$ cat src/rtl/spi_buf_pkg.sv
package spi_buf_pkg;
  localparam int unsigned CFG_W       = 4;
  localparam int unsigned CFG_TX_BYP  = 0;
  localparam int unsigned CFG_RX_BYP  = 1;
  localparam int unsigned CFG_TX_CLR  = 2;
  localparam int unsigned CFG_RX_CLR  = 3;

  typedef struct packed {
    logic rx_byp;
    logic tx_byp;
  } buf_cfg_t;
endpackage

$ cat src/rtl/spi_buf_ctrl.sv
module spi_buf_ctrl
  import spi_buf_pkg::*;
(
  input  logic             clk_i,
  input  logic             rst_ni,
  input  logic             mdis_i,
  input  logic             we_i,
  input  logic [CFG_W-1:0] wdata_i,
  output logic [CFG_W-1:0] rdata_o,
  output buf_cfg_t         cfg_o,
  output logic             tx_clr_o,
  output logic             rx_clr_o
);
  buf_cfg_t cfg_q;

  always_ff @(posedge clk_i or negedge rst_ni) begin
    if (!rst_ni) begin
      cfg_q <= '0;
    end else if (we_i && !mdis_i) begin
      cfg_q.tx_byp <= wdata_i[CFG_TX_BYP];
      cfg_q.rx_byp <= wdata_i[CFG_RX_BYP];
    end
  end

  // flush strobes are not subject to the lock
  assign tx_clr_o = we_i & wdata_i[CFG_TX_CLR];
  assign rx_clr_o = we_i & wdata_i[CFG_RX_CLR];
  assign cfg_o    = cfg_q;

  always_comb begin
    rdata_o             = '0;
    rdata_o[CFG_TX_BYP] = cfg_q.tx_byp;
    rdata_o[CFG_RX_BYP] = cfg_q.rx_byp;
  end

  assert_cfg_lock_R3: assert property (@(posedge clk_i) disable iff (!rst_ni)
    (we_i && mdis_i) |=> $stable(cfg_q));
endmodule

$ cat src/rtl/spi_buf_sticky.sv
module spi_buf_sticky (
  input  logic clk_i,
  input  logic rst_ni,
  input  logic set_i,
  input  logic clr_i,
  output logic flag_o
);
  logic flag_q;

  always_ff @(posedge clk_i or negedge rst_ni) begin
    if (!rst_ni)      flag_q <= 1'b0;
    else if (clr_i)   flag_q <= 1'b0;
    else if (set_i)   flag_q <= 1'b1;
  end

  assign flag_o = flag_q;

  assert_sticky_hold_R8: assert property (@(posedge clk_i) disable iff (!rst_ni)
    (flag_o && !clr_i) |=> flag_o);
  assert_sticky_clear_R6: assert property (@(posedge clk_i) disable iff (!rst_ni)
    clr_i |=> !flag_o);
endmodule

$ cat src/rtl/spi_buf_fifo.sv
module spi_buf_fifo #(
  parameter int unsigned DW    = 16,
  parameter int unsigned DEPTH = 4,
  localparam int unsigned PW   = (DEPTH > 1) ? $clog2(DEPTH) : 1,
  localparam int unsigned CW   = $clog2(DEPTH + 1)
) (
  input  logic          clk_i,
  input  logic          rst_ni,
  input  logic          bypass_i,
  input  logic          flush_i,
  input  logic          push_i,
  input  logic [DW-1:0] wdata_i,
  input  logic          pop_i,
  output logic [DW-1:0] rdata_o,
  output logic [CW-1:0] count_o,
  output logic          full_o,
  output logic          empty_o,
  output logic          push_ok_o,
  output logic          pop_ok_o
);
  localparam logic [CW-1:0] CAP_FIFO = CW'(DEPTH);
  localparam logic [CW-1:0] CAP_BYP  = CW'(1);
  localparam logic [PW-1:0] PTR_LAST = PW'(DEPTH - 1);

  logic [DW-1:0] mem_q [DEPTH];
  logic [PW-1:0] wr_ptr_q, rd_ptr_q;
  logic [CW-1:0] count_q;
  logic [CW-1:0] cap;

  assign cap       = bypass_i ? CAP_BYP : CAP_FIFO;
  assign full_o    = (count_q >= cap);
  assign empty_o   = (count_q == '0);
  assign push_ok_o = push_i & ~full_o & ~flush_i;
  assign pop_ok_o  = pop_i & ~empty_o & ~flush_i;
  assign rdata_o   = mem_q[rd_ptr_q];
  assign count_o   = count_q;

  function automatic logic [PW-1:0] ptr_next(input logic [PW-1:0] p);
    return (p == PTR_LAST) ? '0 : p + PW'(1);
  endfunction

  always_ff @(posedge clk_i) begin
    if (push_ok_o) mem_q[wr_ptr_q] <= wdata_i;
  end

  always_ff @(posedge clk_i or negedge rst_ni) begin
    if (!rst_ni) begin
      wr_ptr_q <= '0;
      rd_ptr_q <= '0;
      count_q  <= '0;
    end else if (flush_i) begin
      wr_ptr_q <= '0;
      rd_ptr_q <= '0;
      count_q  <= '0;
    end else begin
      if (push_ok_o) wr_ptr_q <= ptr_next(wr_ptr_q);
      if (pop_ok_o)  rd_ptr_q <= ptr_next(rd_ptr_q);
      case ({push_ok_o, pop_ok_o})
        2'b10:   count_q <= count_q + CW'(1);
        2'b01:   count_q <= count_q - CW'(1);
        default: count_q <= count_q;
      endcase
    end
  end

  assert_count_bound_R4: assert property (@(posedge clk_i) disable iff (!rst_ni)
    count_q <= CAP_FIFO);
  // flush empties the queue and wins over a push
  assert_flush_empty_R10: assert property (@(posedge clk_i) disable iff (!rst_ni)
    flush_i |=> (count_q == '0));
  assert_full_hold_R8: assert property (@(posedge clk_i) disable iff (!rst_ni)
    (push_i && full_o && !pop_i && !flush_i) |=> $stable(count_q));
  assert_no_underflow_R9: assert property (@(posedge clk_i) disable iff (!rst_ni)
    (pop_i && empty_o && !push_i && !flush_i) |=> (count_q == '0));
endmodule

$ cat src/rtl/spi_buf_top.sv
module spi_buf_top
  import spi_buf_pkg::*;
#(
  parameter int unsigned DW    = 16,
  parameter int unsigned DEPTH = 4,
  localparam int unsigned CW   = $clog2(DEPTH + 1)
) (
  input  logic             clk_i,
  input  logic             rst_ni,
  input  logic             mdis_i,
  input  logic             cfg_we_i,
  input  logic [CFG_W-1:0] cfg_wdata_i,
  output logic [CFG_W-1:0] cfg_rdata_o,
  input  logic             tx_push_i,
  input  logic [DW-1:0]    tx_data_i,
  output logic             tx_full_o,
  output logic [CW-1:0]    tx_count_o,
  output logic             tx_load_valid_o,
  output logic [DW-1:0]    tx_load_data_o,
  input  logic             tx_load_ready_i,
  input  logic             rx_store_valid_i,
  input  logic [DW-1:0]    rx_store_data_i,
  input  logic             rx_pop_i,
  output logic [DW-1:0]    rx_data_o,
  output logic             rx_empty_o,
  output logic [CW-1:0]    rx_count_o,
  output logic             tx_push_err_o,
  output logic             rx_pop_err_o,
  output logic             rx_ovf_o
);
  buf_cfg_t cfg;
  logic tx_clr, rx_clr;
  logic tx_empty, tx_push_ok, tx_pop_ok;
  logic rx_full, rx_push_ok, rx_pop_ok;

  spi_buf_ctrl u_ctrl (
    .clk_i    (clk_i),
    .rst_ni   (rst_ni),
    .mdis_i   (mdis_i),
    .we_i     (cfg_we_i),
    .wdata_i  (cfg_wdata_i),
    .rdata_o  (cfg_rdata_o),
    .cfg_o    (cfg),
    .tx_clr_o (tx_clr),
    .rx_clr_o (rx_clr)
  );

  spi_buf_fifo #(.DW(DW), .DEPTH(DEPTH)) u_tx_fifo (
    .clk_i     (clk_i),
    .rst_ni    (rst_ni),
    .bypass_i  (cfg.tx_byp),
    .flush_i   (tx_clr),
    .push_i    (tx_push_i),
    .wdata_i   (tx_data_i),
    .pop_i     (tx_load_ready_i),
    .rdata_o   (tx_load_data_o),
    .count_o   (tx_count_o),
    .full_o    (tx_full_o),
    .empty_o   (tx_empty),
    .push_ok_o (tx_push_ok),
    .pop_ok_o  (tx_pop_ok)
  );

  spi_buf_fifo #(.DW(DW), .DEPTH(DEPTH)) u_rx_fifo (
    .clk_i     (clk_i),
    .rst_ni    (rst_ni),
    .bypass_i  (cfg.rx_byp),
    .flush_i   (rx_clr),
    .push_i    (rx_store_valid_i),
    .wdata_i   (rx_store_data_i),
    .pop_i     (rx_pop_i),
    .rdata_o   (rx_data_o),
    .count_o   (rx_count_o),
    .full_o    (rx_full),
    .empty_o   (rx_empty_o),
    .push_ok_o (rx_push_ok),
    .pop_ok_o  (rx_pop_ok)
  );

  // no word is offered in a flush cycle, so none is lost to the engine
  assign tx_load_valid_o = ~tx_empty & ~tx_clr;

  spi_buf_sticky u_tx_push_err (
    .clk_i (clk_i), .rst_ni (rst_ni),
    .set_i (tx_push_i & tx_full_o), .clr_i (tx_clr), .flag_o (tx_push_err_o)
  );
  spi_buf_sticky u_rx_pop_err (
    .clk_i (clk_i), .rst_ni (rst_ni),
    .set_i (rx_pop_i & rx_empty_o), .clr_i (rx_clr), .flag_o (rx_pop_err_o)
  );
  spi_buf_sticky u_rx_ovf (
    .clk_i (clk_i), .rst_ni (rst_ni),
    .set_i (rx_store_valid_i & rx_full), .clr_i (rx_clr), .flag_o (rx_ovf_o)
  );

  assert_tx_byp_single_R1: assert property (@(posedge clk_i) disable iff (!rst_ni)
    (cfg.tx_byp && tx_count_o == CW'(1) && tx_push_i && !tx_load_ready_i && !tx_clr)
      |=> (tx_count_o == CW'(1)) && tx_push_err_o);
  assert_rx_byp_single_R2: assert property (@(posedge clk_i) disable iff (!rst_ni)
    (cfg.rx_byp && rx_count_o == CW'(1) && rx_store_valid_i && !rx_pop_i && !rx_clr)
      |=> (rx_count_o == CW'(1)) && rx_ovf_o);
  assert_rx_ovf_R11: assert property (@(posedge clk_i) disable iff (!rst_ni)
    (rx_store_valid_i && rx_full && !rx_pop_i && !rx_clr)
      |=> rx_ovf_o && $stable(rx_count_o) && $stable(rx_data_o));
  assert_pop_empty_R9: assert property (@(posedge clk_i) disable iff (!rst_ni)
    (rx_pop_i && rx_empty_o && !rx_clr) |=> rx_pop_err_o);
  assert_tx_handshake_R4: assert property (@(posedge clk_i) disable iff (!rst_ni)
    (tx_pop_ok && !tx_push_ok) |=> (tx_count_o == $past(tx_count_o) - CW'(1)));
  assert_rx_accept_R4: assert property (@(posedge clk_i) disable iff (!rst_ni)
    (rx_push_ok && !rx_pop_ok) |=> (rx_count_o == $past(rx_count_o) + CW'(1)));
endmodule

$ cat config.mk
export PLATFORM = sky130hd
export DESIGN_NAME = spi_buf_top
export DESIGN_NICKNAME = d
export VERILOG_FILES = /design/src/rtl/spi_buf_pkg.sv /design/src/rtl/spi_buf_ctrl.sv /design/src/rtl/spi_buf_sticky.sv /design/src/rtl/spi_buf_fifo.sv /design/src/rtl/spi_buf_top.sv
export SDC_FILE = /design/constraint.sdc
export NUM_CORES = 1
export LEC_CHECK = 0
export ABC_AREA = 1
export BUFFER_PORTS_ARGS = -buffer_cell sky130_fd_sc_hd__buf_2
export CORE_MARGIN = 2
export CORE_UTILIZATION = 45
export CTS_BUF_LIST = sky130_fd_sc_hd__clkbuf_4 sky130_fd_sc_hd__clkbuf_8
export DETAILED_ROUTE_END_ITERATION = 10
export PLACE_DENSITY = 0.65
export SYNTH_ARGS = -nofsm -noshare
export SYNTH_HDL_FRONTEND = slang
export SYNTH_SLANG_ARGS = --single-unit
$ cat constraint.sdc
create_clock -name clk_i -period 5.5 [get_ports clk_i]
set_input_delay 0 -clock clk_i [delete_from_list [all_inputs] [get_ports clk_i]]
set_output_delay 0 -clock clk_i [all_outputs]
set_load 0.01 [all_outputs]
======== Word-level counts from Yosys, hierarchy flattened ========
Memories as Yosys holds them, arrays and structs flattened.
Cells that the tools add are included.
word-level totals
  flip-flop bits (word level) ............. 19
  RAM bits ................................ 128
  bits of input ports ..................... 44
  memories kept ........................... 2
operators by class
  add/subtract/negate cells ............... 8
  magnitude comparators ................... 2
  equal/unequal tests ..................... 8
  multiplexer cells ....................... 28
  bitwise operators ....................... 20
  reductions and logical operators ........ 13
memories
  name             depth  bits a word  rd ports  clocked after memory_dff  write ports  line                RTL
  u_rx_fifo.mem_q  4      16           1         0                         1            spi_buf_fifo.sv:25  logic [DW-1:0] mem_q [DEPTH];
  u_tx_fifo.mem_q  4      16           1         0                         1            spi_buf_fifo.sv:25
operators by type and width
  operator             number
  $mux 2               12
  $and 1x1->1          14
  $reduce_bool 2->1    7
  $eq 2x2->1 const B   6
  $mux 3               4
  $pmux 3 s2           2
  $mux 1               10
  $add 2x1->2 const B  4
  $add 3x1->3 const B  2
  $ge 3x3->1           2
  $logic_not 3->1      2
  $not 1->1            6
  $reduce_bool 3->1    2
  $sub 3x1->3 const B  2
  $eq 2x1->1 const B   2
  $logic_and 1x1->1    1
  $logic_not 1->1      1

======== Logic depth before layout (Yosys ltp) ========
Gate-level depths: netlist of the first run.
  depth after elaboration ................. 8
  depth in mapped cells ................... 16

======== Hierarchy ========
A second synthesis of the first run with hierarchy kept.
unflattened totals
  cells, all modules ...................... 483
  area total of the unflattened synthesis .. 6,125.9 sq um
modules (own cells, without submodules)
  module                    instances  cells each  area an instance (sq um)
  spi_buf_fifo (u_tx_fifo)  1          224         2,942.8
  spi_buf_fifo (u_rx_fifo)  1          224         2,927.8
  spi_buf_ctrl              1          19          131.4
  spi_buf_sticky            3          3           32.5
  spi_buf_top               1          7           26.3

======== Least setup slack after synthesis of the first run ========
OpenSTA, ideal clock, no wires.
  path kind ............................... register -> register
  from .................................... register u_tx_fifo.count_q[0] (netlist: u_tx_fifo.count_o[0])
  to ...................................... memory u_tx_fifo.mem_q[0][0] (enable)
  arrival ................................. 1,912 ps
  data required time ...................... 5,111 ps
  slack ................................... 3,200 ps
  cell stages (with the launch flop) ...... 8
  path buffers ............................ 0
  cells stage by stage .................... dfrtp_1 inv_2 ha_1 inv_1 nand3_2 nand2_2 nand4_1 nor2_1
on the way
  word-level cells in the longest chain between the ends .. 6
ends and longest elaborated chain
  what                          line                RTL
  from (decl)                   spi_buf_fifo.sv:27  logic [CW-1:0] count_q;
  from (signal assigned)        spi_buf_fifo.sv:59  2'b10: count_q <= count_q + CW'(1);
  from (signal assigned)        spi_buf_fifo.sv:60  2'b01: count_q <= count_q - CW'(1);
  from (signal assigned)        spi_buf_fifo.sv:61  default: count_q <= count_q;
  $ge 3x3->1                    spi_buf_fifo.sv:31  assign full_o = (count_q >= cap);
  $not 1->1                     spi_buf_fifo.sv:33  assign push_ok_o = push_i & ~full_o & ~flush_i;
  $and 1x1->1 (2 in a row)      spi_buf_fifo.sv:33
  $mux 1                        spi_buf_fifo.sv:43  if (push_ok_o) mem_q[wr_ptr_q] <= wdata_i;
  $mux 1 (implied by the code)  spi_buf_fifo.sv:43
  to (decl)                     spi_buf_fifo.sv:25
No other way between the ends.

======== Worst setup path after layout of the first run ========
  from .................................... register u_tx_fifo.rd_ptr_q[0]
  to ...................................... output tx_load_data_o[7]
on the way
  word-level cells in the longest chain between the ends .. 1
ends and longest elaborated chain
  what                    line                RTL
  from (decl)             spi_buf_fifo.sv:26  logic [PW-1:0] wr_ptr_q, rd_ptr_q;
  from (signal assigned)  spi_buf_fifo.sv:57  if (pop_ok_o) rd_ptr_q <= ptr_next(rd_ptr_q);
  $mem_v2 4x16            -
  to (decl)               spi_buf_top.sv:19   output logic [DW-1:0] tx_load_data_o,
No other way between the ends.

==> results.sh, run 1 <==
export IMPL_r2r_setup_slack_ns=3.24
export IMPL_finalSetupTns_ns=0
export IMPL_viasPerCell=4.99
export IMPL_worstSkewPairLatency_ns=0.45
export IMPL_wl_mm=12.0
export IMPL_postSynthCellCount=468
export IMPL_ys_types=29
export IMPL_n_fill_cell=1072
export IMPL_grt_overflow_total=0
export IMPL_first_iter_violations=256
export IMPL_grt_pass1_vias=3958
export IMPL_numCtsBuffers=17
export IMPL_critPathCapture="tx_load_data_o[7]"
export IMPL_cts_resized=0
export IMPL_startpoint_type="register"
export IMPL_antenna_found_initial=0
export IMPL_r2r_end="u_tx_fifo.count_o[2]$_DFFE_PN0P_"
export IMPL_design_core_area_mm2=0.0132
export IMPL_rows=42
export IMPL_setup_viol=0
export IMPL_post_place_ws_ns=3.27
export IMPL_grt_pass1_wl_mm=19.4
export IMPL_seqCellArea_mm2=0.00432
export IMPL_dp_hpwl_mm=7.15
export IMPL_min_path_type="input pin to async pin"
export IMPL_multi_input_area_mm2=0.00153
export IMPL_grt_usage_pct=17.6
export IMPL_final_period_utilization_pct=48.2
export IMPL_grt_max_degree=36
export IMPL_clock_path_buffers=2
export IMPL_n_antenna_cell=0
export IMPL_dieHeight_um=120
export IMPL_drc=0
export IMPL_tritoncts="done"
export IMPL_intPower_uw=2250
export IMPL_p_comb_share_pct=33.8
export IMPL_start_util_pct=46.0
export IMPL_cp_max_fo=35
export IMPL_leakage_uw=0.00297
export IMPL_setup_ws_ns=2.85
export IMPL_yosysSeqAreaShare_pct=71.0
export IMPL_power_share_sequential_pct=43.5
export IMPL_worst_setup_path_end_kind="output pin"
export IMPL_ios=92
export IMPL_synthToLayoutAreaGrowth_pct=24.7
export IMPL_period_minus_slack_ns=2.65
export IMPL_rr_startpoint="u_tx_fifo.count_o[0]$_DFFE_PN0P_"
export IMPL_rsz0062_at_grt="false"
export IMPL_max_freq_ghz=0.377
export IMPL_vias=4007
export IMPL_status="complete, no violations"
export IMPL_clkSlewWorstSetupHoldPaths_ns=0.08
export IMPL_postRouteAntennaNets=0
export IMPL_cts_max_level=4
export IMPL_maxCapViolCount=0
export IMPL_worst_pin_slew_ns=1.11
export IMPL_synth_warnings=0
export IMPL_nets=674
export IMPL_layout_cells_non_filler=803
export IMPL_finalHoldViolCount=0
export IMPL_place_congestion=0.765
export IMPL_dr_pass1_iters=5
export IMPL_rr_worst_depth=15
export IMPL_criticalPathCategory="register to output pin"
export IMPL_avgSynthCellArea_um2=13.0
export IMPL_finalMaxSlewViolations=0
export IMPL_vdd_drop_max_mv=0.268
export IMPL_p_sw_uw=1280
export IMPL_die_area_mm2=0.0145
export IMPL_slew_headroom_pct=25.8
export IMPL_p_per_area_mw_per_mm2=465
export IMPL_drive_gt1_share_pct=25.7
export IMPL_cts_sinks=147
export IMPL_syn_cell_area_mm2=0.00609
export IMPL_finClkSkew_ns=0.0102
export IMPL_port_buffer_count=89
export IMPL_p_sw_share_pct=36.3
export IMPL_die_x_um=120
export IMPL_cts_root_buf="clkbuf_8"
export IMPL_synth_seq_cells=147
export IMPL_dp_cells=722
export IMPL_crit_required_ns=5.50
export IMPL_clockPowerShare_pct=22.7
export IMPL_worstPathArrival_ns=2.65
export IMPL_critPathLaunch="u_tx_fifo.rd_ptr_q[0]$_DFFE_PN0P_"
export IMPL_wl_per_cell_um=14.9
## cell usage in the layout, fill, tap and decap left out
master / n
dlygate4sd3_1: 49
bufinv_16: 2
clkinv_1: 1
buf_4: 8
xnor2_1: 1
clkbuf_4: 1
clkbuf_8: 17
nand2_4: 8
inv_1: 26
inv_4: 1
inv_2: 9
buf_2: 89
nand3_4: 2
clkinv_4: 4
mux2_2: 2
nand2_1: 20
nand4_1: 2
o22ai_1: 34
o21ai_0: 61
inv_6: 1
ha_1: 14
o21ai_1: 13
edfxtp_1: 128
clkinv_2: 5
fa_1: 2
xor2_1: 1
nor2_1: 77
nor2_8: 2
clkinvlp_4: 2
nand3_2: 3
conb_1: 2
nand3_1: 12
a31oi_1: 1
a21oi_1: 3
nand2_2: 5
dfrtp_1: 19
## flip-flops by register name, summed over array words and instances, names as in the netlist
signal and flops:
u_ctrl.cfg_o 2, u_rx_fifo.count_o 3, u_rx_fifo.mem_q 64, u_rx_fifo.rd_ptr_q 2
u_rx_fifo.wr_ptr_q 2, u_rx_ovf.flag_o 1, u_rx_pop_err.flag_o 1, u_tx_fifo.count_o 3
u_tx_fifo.mem_q 64, u_tx_fifo.rd_ptr_q 2, u_tx_fifo.wr_ptr_q 2, u_tx_push_err.flag_o 1
## metrics by stage
step / utilization (%) / power, uW / area, um^2 / hold WS, ns
after floorplan: - / 2290 / 6090 / -0.296
after global placement: 50.8 / 2680 / 6720 / -0.0312
after detailed placement: 50.8 / 2720 / 6720 / -0.0253
after CTS: 57.3 / 3560 / 7590 / 0.00398
after global routing: 57.3 / 3770 / 7590 / 0.0382
final: 57.3 / 3530 / 7590 / 0.0176
## power by group through the flow
stage          Clock, uW  Sequential [uW]  Combinational, uW
5_1_grt              868             1560               1340
4_1_cts              821             1530               1210
6_report             801             1530               1190
3_3_place_gp           0             1550               1130
2_1_floorplan          0             1490                802
3_5_place_dp           0             1560               1160
## area by class of cell
type                            count  share of cell area [%]
Sequential cell                   147                    56.9
Inverter                           37                    1.93
Tap cell                          176                    2.90
Clock inverter                     14                    1.83
Timing Repair Buffer              146                    13.1
Multi-Input combinational cell    265                    20.2
Clock buffer                       18                    3.18
## worst min path at each step
stage	start	endpoint	slack, ns	depth (start not counted)
5_1_grt	rst_ni	u_rx_fifo.count_o[2]$_DFFE_PN0P_	0.04	2
6_report	rst_ni	u_rx_fifo.count_o[0]$_DFFE_PN0P_	0.02	2
3_5_place_dp	rst_ni	u_rx_fifo.count_o[2]$_DFFE_PN0P_	-0.03	1
3_3_place_gp	rst_ni	u_rx_fifo.count_o[2]$_DFFE_PN0P_	-0.03	1
4_1_cts	rst_ni	u_rx_fifo.count_o[2]$_DFFE_PN0P_	0.004	2
2_1_floorplan	rst_ni	u_ctrl.cfg_o[0]$_DFFE_PN0P_	-0.30	0
## synthesized netlist by cell type
library cell | n | area, um^2
a21oi_1 | 3 | 15.0
a31oi_1 | 1 | 6.26
buf_2 | 4 | 20.0
buf_4 | 4 | 30.0
clkbuf_1 | 12 | 45.0
clkinv_4 | 1 | 8.76
conb_1 | 1 | 3.75
dfrtp_1 | 19 | 475
edfxtp_1 | 128 | 3840
fa_1 | 2 | 40.0
ha_1 | 14 | 175
inv_1 | 26 | 97.6
inv_2 | 9 | 33.8
inv_4 | 1 | 6.26
mux2_2 | 2 | 22.5
nand2_1 | 20 | 75.1
nand2_2 | 5 | 31.3
nand2_4 | 8 | 90.1
nand3_1 | 12 | 60.1
nand3_2 | 3 | 30.0
nand3_4 | 2 | 35.0
nand4_1 | 2 | 12.5
nor2_1 | 77 | 289
nor2_8 | 2 | 40.0
o21ai_0 | 61 | 305
o21ai_1 | 13 | 65.1
o22ai_1 | 34 | 213
xnor2_1 | 1 | 8.76
xor2_1 | 1 | 8.76
## cell families (layout without fill, tap and decap cells)
family	Yosys count	count (layout)	share of synthesized area, %
muxes	2	2	0.370
adders and majority gates	16	16	3.54
other	1	2	0.0616
DFF	147	147	71.0
buffers and inverters	57	215	3.97
xor gates and xnor gates	2	2	0.288
and+or+nand+nor	131	131	10.9
AOI/OAI and AO/OA	112	112	9.93
## worst max-delay path, cell delays in order (launching register included)
cell	delay (ns)
dfrtp_1	1.08
inv_2	0.53
o21ai_0	0.31
o22ai_1	0.12
buf_2	0.15
## timing repair
action | CTS | global route
hold buffers | 49 | 0
setup buffers | 0 | 0
hold endpoints to repair | 166 | 0
## per-layer routing
metal / track usage (%) / part of all wire, % / vias to the layer above
li1: - / - / 1973
met1: 21.2 / 43 / 1911
met2: 29.3 / 49 / 104
met3: 5.75 / 6.1 / 19
met4: 6.69 / 1.5 / 0
met5: 0 / 0 / -
No activity file was read; power rests on OpenSTA's default activity.
==> inputs of run 2 (changes only) <==
==> constraint.sdc (replaced) <==
create_clock -name clk_i -period 2.7 [get_ports clk_i]
set_input_delay 0 -clock clk_i [delete_from_list [all_inputs] [get_ports clk_i]]
set_output_delay 0 -clock clk_i [all_outputs]
set_load 0.01 [all_outputs]
==> results.sh, run 2 (synthesized netlist as in run 1, its figures left out) <==
export IMPL_worst_setup_path_end_kind="register"
export IMPL_grt_overflow_total=0
export IMPL_ctsHoldBuffers=49
export IMPL_wl_per_cell_um=15.0
export IMPL_dr_pass1_iters=5
export IMPL_seqCellArea_mm2=0.00432
export IMPL_max_freq_ghz=0.447
export IMPL_cts_root_buf="clkbuf_8"
export IMPL_grt_usage_pct=17.5
export IMPL_finClkSkew_ns=0.00759
export IMPL_drc=0
export IMPL_critical_path_cell_chain="inv_2 -> ha_1 -> inv_1 -> nand3_2 -> nand2_2 -> nand3_4 -> nand2_4 -> inv_1 -> fa_1 -> xnor2_1 -> inv_1 -> nand2_1 -> nand2_1 -> nand3_1 -> nand2_1"
export IMPL_cp_slowest_cell="dfrtp_1"
export IMPL_r2r_end="u_rx_fifo.count_o[2]$_DFFE_PN0P_"
export IMPL_layout_commonest_cell="edfxtp_1"
export IMPL_tritoncts="done"
export IMPL_dp_cells=725
export IMPL_cp_max_fo=4
export IMPL_clkSlewWorstSetupHoldPaths_ns=0.08
export IMPL_critPathLaunch="u_rx_fifo.count_o[0]$_DFFE_PN0P_"
export IMPL_layout_cells_non_filler=806
export IMPL_fin_util_pct=57.6
export IMPL_r2r_setup_slack_ns=0.46
export IMPL_finalSetupTns_ns=0
export IMPL_clock_path_buffers=2
export IMPL_min_path_type="input pin to async pin"
export IMPL_dp_hpwl_mm=7.21
export IMPL_crit_buf_inv=4
export IMPL_cts_max_level=4
export IMPL_rsz0062_at_grt="false"
export IMPL_criticalPathCategory="register to register"
export IMPL_worst_pin_slew_ns=0.632
export IMPL_viasPerCell=5.02
export IMPL_largest_registers="u_rx_fifo.mem_q: 64 flops, u_tx_fifo.mem_q: 64 flops"
export IMPL_n_fill_cell=1090
export IMPL_drive_gt1_share_pct=25.7
export IMPL_design_core_area_mm2=0.0132
export IMPL_worstPathArrival_ns=2.57
export IMPL_grt_pass1_wl_mm=19.4
export IMPL_mostFrequentLayoutCells="edfxtp_1 (128), buf_2 (89), nor2_1 (77), o21ai_0 (61), dlygate4sd3_1 (49)"
export IMPL_finalHoldViolCount=0
export IMPL_postRouteAntennaNets=0
export IMPL_finalMaxSlewViolations=0
export IMPL_first_iter_violations=231
export IMPL_dieHeight_um=120
export IMPL_final_period_utilization_pct=82.8
export IMPL_numCtsBuffers=17
export IMPL_wl_mm=12.1
export IMPL_synthToLayoutAreaGrowth_pct=25.2
export IMPL_vias=4048
export IMPL_cts_resized=0
export IMPL_rr_startpoint="u_rx_fifo.count_o[0]$_DFFE_PN0P_"
export IMPL_grt_max_degree=36
export IMPL_crit_required_ns=3.04
export IMPL_critPathTopFamily="adder cells"
export IMPL_cp_slowest_stage_delay_ns=0.41
export IMPL_critPathCapture="u_rx_fifo.count_o[2]$_DFFE_PN0P_"
export IMPL_holdWs_ns=0.0300
export IMPL_grt_pass1_vias=4051
export IMPL_rows=42
export IMPL_antenna_found_initial=0
export IMPL_power_uw=7270
export IMPL_nets=677
export IMPL_slew_headroom_pct=57.9
export IMPL_n_antenna_cell=0
export IMPL_p_per_area_mw_per_mm2=954
export IMPL_setup_viol=0
export IMPL_period_minus_slack_ns=2.24
export IMPL_startpoint_type="register"
export IMPL_cts_sinks=147
export IMPL_rr_worst_depth=15
export IMPL_multi_input_area_mm2=0.00153
export IMPL_die_x_um=120
export IMPL_maxCapViolCount=0
export IMPL_worstSkewPairLatency_ns=0.44
export IMPL_cp_depth=15
export IMPL_leakage_uw=0.00298
export IMPL_vdd_drop_max_mv=0.492
export IMPL_postCtsSetupRepairBufs=0
export IMPL_status="complete, no violations"
export IMPL_start_util_pct=46.0
export IMPL_ios=92
export IMPL_die_area_mm2=0.0145
export IMPL_place_congestion=0.771
export IMPL_port_buffer_count=89
-- run 2: layout make-up --
type	count	share of cell area, %
clock buffer	17	3.07
clock inverter	15	2.02
inverter	37	1.92
multi-input combinational	265	20.1
sequential	147	56.7
tap	176	2.89
timing repair buffer	149	13.4
-- run 2: report_power, final --
| part | switching, uW | leakage (uW) | internal, uW |
|---|---|---|---|
| Clock | 826 | 0.000188 | 826 |
| Sequential | 169 | 0.00140 | 2800 |
| Combinational | 1670 | 0.00139 | 978 |
| Total | 2660 | 0.00298 | 4610 |
-- run 2: routing by layer --
| layer | GRT usage [%] | wire length (um) | up-vias |
|---|---|---|---|
| met4 | 6.83 | 207 | 0 |
| met1 | 20.7 | 5080 | 1952 |
| li1 | - | - | 1975 |
| met3 | 4.91 | 601 | 23 |
| met2 | 30.4 | 6180 | 98 |
| met5 | 0 | 0 | - |
-- run 2: worst min path at each step --
stage	endpoint	slack (ns)	depth (start not counted)
4_1_cts	u_rx_fifo.wr_ptr_q[1]$_DFFE_PN0P_	0.02	2
6_report	u_rx_fifo.count_o[1]$_DFFE_PN0P_	0.03	2
3_3_place_gp	u_rx_fifo.count_o[1]$_DFFE_PN0P_	-0.02	1
5_1_grt	u_rx_fifo.count_o[1]$_DFFE_PN0P_	0.07	2
3_5_place_dp	u_rx_fifo.count_o[1]$_DFFE_PN0P_	-0.02	1
2_1_floorplan	u_ctrl.cfg_o[0]$_DFFE_PN0P_	-0.30	0
-- run 2: stage by stage --
stage	cell area [um^2]	setup WS, ns
final	7620	0.464
after CTS	7620	0.440
after global routing	7620	0.248
after global placement	6740	0.532
after floorplan	6090	0.400
after detailed placement	6740	0.446
==> inputs of run 3 (changes only) <==
--- a/config.mk
+++ b/config.mk
@@ -5,13 +5,13 @@
 export SDC_FILE = /design/constraint.sdc
 export NUM_CORES = 1
 export LEC_CHECK = 0
-export ABC_AREA = 1
+export ABC_AREA = 0
 export BUFFER_PORTS_ARGS = -buffer_cell sky130_fd_sc_hd__buf_2
 export CORE_MARGIN = 2
 export CORE_UTILIZATION = 45
 export CTS_BUF_LIST = sky130_fd_sc_hd__clkbuf_4 sky130_fd_sc_hd__clkbuf_8
 export DETAILED_ROUTE_END_ITERATION = 10
-export PLACE_DENSITY = 0.65
+export PLACE_DENSITY = 0.66
 export SYNTH_ARGS = -nofsm -noshare
 export SYNTH_HDL_FRONTEND = slang
 export SYNTH_SLANG_ARGS = --single-unit
==> constraint.sdc (replaced) <==
create_clock -name clk_i -period 2.2 [get_ports clk_i]
set_input_delay 0 -clock clk_i [delete_from_list [all_inputs] [get_ports clk_i]]
set_output_delay 0 -clock clk_i [all_outputs]
set_load 0.01 [all_outputs]
==> results.sh, run 3 <==
export IMPL_cp_max_fo=2
export IMPL_clock_path_buffers=2
export IMPL_grt_pass1_wl_mm=16.8
export IMPL_layout_commonest_cell="edfxtp_1"
export IMPL_dp_hpwl_mm=6.50
export IMPL_critical_path_cell_chain="inv_2 -> ha_4 -> or3b_4 -> a211oi_4 -> nor3_2 -> fa_2 -> and2_1 -> mux2i_1 -> mux2i_1"
export IMPL_grt_usage_pct=16.1
export IMPL_postSynthCellCount=299
export IMPL_ys_types=29
export IMPL_grt_max_degree=20
export IMPL_drc=0
export IMPL_finalHoldViolCount=0
export IMPL_synth_xor_area_share_pct=0.425
export IMPL_worstSkewPairLatency_ns=0.44
export IMPL_rows=41
export IMPL_synthMuxAreaShare_pct=15.0
export IMPL_cp_slowest_stage_delay_ns=0.41
export IMPL_syn_cell_area_mm2=0.00589
export IMPL_grt_busiest_layer="met2"
export IMPL_vias=3215
export IMPL_final_period_utilization_pct=105
export IMPL_port_buffer_count=89
export IMPL_tritoncts="done"
export IMPL_min_path_type="input pin to async pin"
export IMPL_period_minus_slack_ns=2.32
export IMPL_leakage_uw=0.00290
export IMPL_synth_warnings=0
export IMPL_critPathMostFrequentCell="mux2i_1"
export IMPL_largest_registers="u_rx_fifo.mem_q: 64 flops, u_tx_fifo.mem_q: 64 flops"
export IMPL_synthArstFlopShare_pct=12.9
export IMPL_status="finished, violations left"
export IMPL_grt_overflow_total=0
export IMPL_violations="negative setup slack"
export IMPL_drive_gt1_share_pct=43.6
export IMPL_synth_edff_count=128
export IMPL_wl_mm=10.5
export IMPL_crit_required_ns=2.56
export IMPL_die_area_mm2=0.0140
export IMPL_netlist_top_cells_count="edfxtp_1 (128), mux4_2 (32), dfrtp_1 (19)"
export IMPL_start_util_pct=46.3
export IMPL_die_x_um=118
export IMPL_vdd_drop_max_mv=0.595
export IMPL_grt_util_met3_pct=5.26
export IMPL_grt_use_met2_pct=26.4
export IMPL_synth_area_top_cells="edfxtp_1 (65%), mux4_2 (12%), dfrtp_1 (8.1%), ha_1 (3.0%), mux2i_1 (2.4%)"
export IMPL_postRouteAntennaNets=0
export IMPL_clkSlewWorstSetupHoldPaths_ns=0.08
export IMPL_dieHeight_um=118
export IMPL_criticalPathCategory="register to register"
export IMPL_startpoint_type="register"
export IMPL_first_iter_violations=172
export IMPL_mostFrequentLayoutCells="edfxtp_1 (128), buf_2 (89), dlygate4sd3_1 (40), mux4_2 (32), buf_4 (20)"
export IMPL_p_per_area_mw_per_mm2=1140
export IMPL_post_place_ws_ns=-0.115
export IMPL_setup_viol=1
export IMPL_holdWs_ns=0.0296
export IMPL_synth_adder_area_share_pct=3.65
export IMPL_use_met1_pct=19.8
export IMPL_rr_startpoint="u_rx_fifo.count_o[0]$_DFFE_PN0P_"
export IMPL_worst_setup_path_end_kind="register"
export IMPL_yosysSeqAreaShare_pct=73.3
export IMPL_ios=92
export IMPL_grt_pass1_vias=3333
export IMPL_synthSimpleGateAreaFrac_pct=4.44
export IMPL_synth_seq_cells=147
export IMPL_finalSetupTns_ns=-0.115
export IMPL_synthToLayoutAreaGrowth_pct=31.0
export IMPL_yosysTopAreaCell="edfxtp_1"
export IMPL_wl_per_cell_um=16.2
export IMPL_cts_sinks=147
export IMPL_antenna_found_initial=0
export IMPL_setup_ws_ns=-0.115
export IMPL_r2r_setup_slack_ns=-0.12
export IMPL_finalMaxSlewViolations=0
export IMPL_nets=522
export IMPL_synth_most_common_cell="edfxtp_1"
export IMPL_finClkSkew_ns=0.0118
export IMPL_r2r_end="u_rx_fifo.count_o[2]$_DFFE_PN0P_"
export IMPL_rsz0062_at_grt="true"
export IMPL_max_freq_ghz=0.432
export IMPL_ys_flop_type="edfxtp_1"
export IMPL_synth_top_family_by_area="multiplexers"
export IMPL_maxCapViolCount=0
export IMPL_synth_compound_area_share_pct=1.32
export IMPL_synth_top_cell_area_share_pct=65.3
export IMPL_design_core_area_mm2=0.0127
export IMPL_numCtsBuffers=17
export IMPL_avgSynthCellArea_um2=19.7
export IMPL_dr_pass1_iters=4
export IMPL_cts_root_buf="clkbuf_8"
export IMPL_viasPerCell=4.97
export IMPL_rr_worst_depth=9
export IMPL_n_antenna_cell=0
export IMPL_cp_slowest_cell="dfrtp_2"
export IMPL_fin_util_pct=60.7
export IMPL_place_congestion=0.782
export IMPL_cts_max_level=4
export IMPL_worstPathArrival_ns=2.68
[run 3: power by group]
part	internal (uW)	switching [uW]	total [uW]	leakage, uW
registers	3460	159	3620	0.00140
clock network	1110	977	2080	0.000195
logic	1560	1510	3060	0.00131
total	6120	2640	8760	0.00290
[run 3: kinds of logic (layout without fill, tap and decap cells)]
logic type	after synthesis	in the layout
buf+inv	22	197
other cells	1	2
simple gates	53	53
flops	147	147
mux	48	48
fa+ha+maj	16	16
xor+xnor	2	2
compound gates	10	10
[run 3: cell type report]
| class | instances | area [um^2] |
|---|---|---|
| Clock inverter | 15 | 166 |
| Inverter | 7 | 26.3 |
| Clock buffer | 17 | 234 |
| Multi-Input combinational cell | 131 | 1570 |
| Tap cell | 172 | 215 |
| Timing Repair Buffer | 158 | 1180 |
| Fill cell | 974 | 5010 |
| Sequential cell | 147 | 4320 |
[run 3: worst max path at each step]
stage / cells past startpoint / end / from / slack (ns)
floorplan: 9 / u_rx_fifo.count_o[2]$_DFFE_PN0P_ / u_rx_fifo.count_o[0]$_DFFE_PN0P_ / -0.35
global placement: 9 / u_rx_fifo.count_o[2]$_DFFE_PN0P_ / u_rx_fifo.count_o[0]$_DFFE_PN0P_ / -0.04
detailed placement: 9 / u_rx_fifo.count_o[2]$_DFFE_PN0P_ / u_rx_fifo.count_o[0]$_DFFE_PN0P_ / -0.12
CTS: 9 / u_rx_fifo.count_o[2]$_DFFE_PN0P_ / u_rx_fifo.count_o[0]$_DFFE_PN0P_ / -0.13
global route: 9 / u_rx_fifo.count_o[2]$_DFFE_PN0P_ / u_rx_fifo.count_o[0]$_DFFE_PN0P_ / -0.19
finish: 9 / u_rx_fifo.count_o[2]$_DFFE_PN0P_ / u_rx_fifo.count_o[0]$_DFFE_PN0P_ / -0.12
[run 3: metrics by stage]
stage                     area, um^2  std cells  power [uW]
after global routing            7720        647        9270
after floorplan                 5960        300        5530
after global placement          6810        569        6520
final                           7720        647        8760
after CTS                       7710        647        8880
after detailed placement        6810        569        6610
[run 3: metal layers]
layer	wire (um)	up-vias
li1	-	1499
met1	4550	1627
met2	5290	77
met3	463	12
met4	168	0
met5	0	-
[run 3: worst max-delay path, delay by kind of cell, from the launching register on]
family / cells / cell delay (ns)
buffers and inverters: 1 / 0.08
multiplexers: 2 / 0.38
flip-flops: 1 / 0.41
AO/OA/AOI/OAI: 1 / 0.24
AND/OR/NAND/NOR: 3 / 0.60
adder cells (fa/ha/maj): 2 / 0.55
[run 3: what timing repair did]
item / in CTS / in global routing
endpoints found under the hold margin: 152 / 0
resized for setup: 8 / 5
hold buffers: 40 / 0
cloned: 1 / 0
pin swaps: 3 / 3
setup buffers: 5 / 2
setup endpoints to repair: 66 / 68
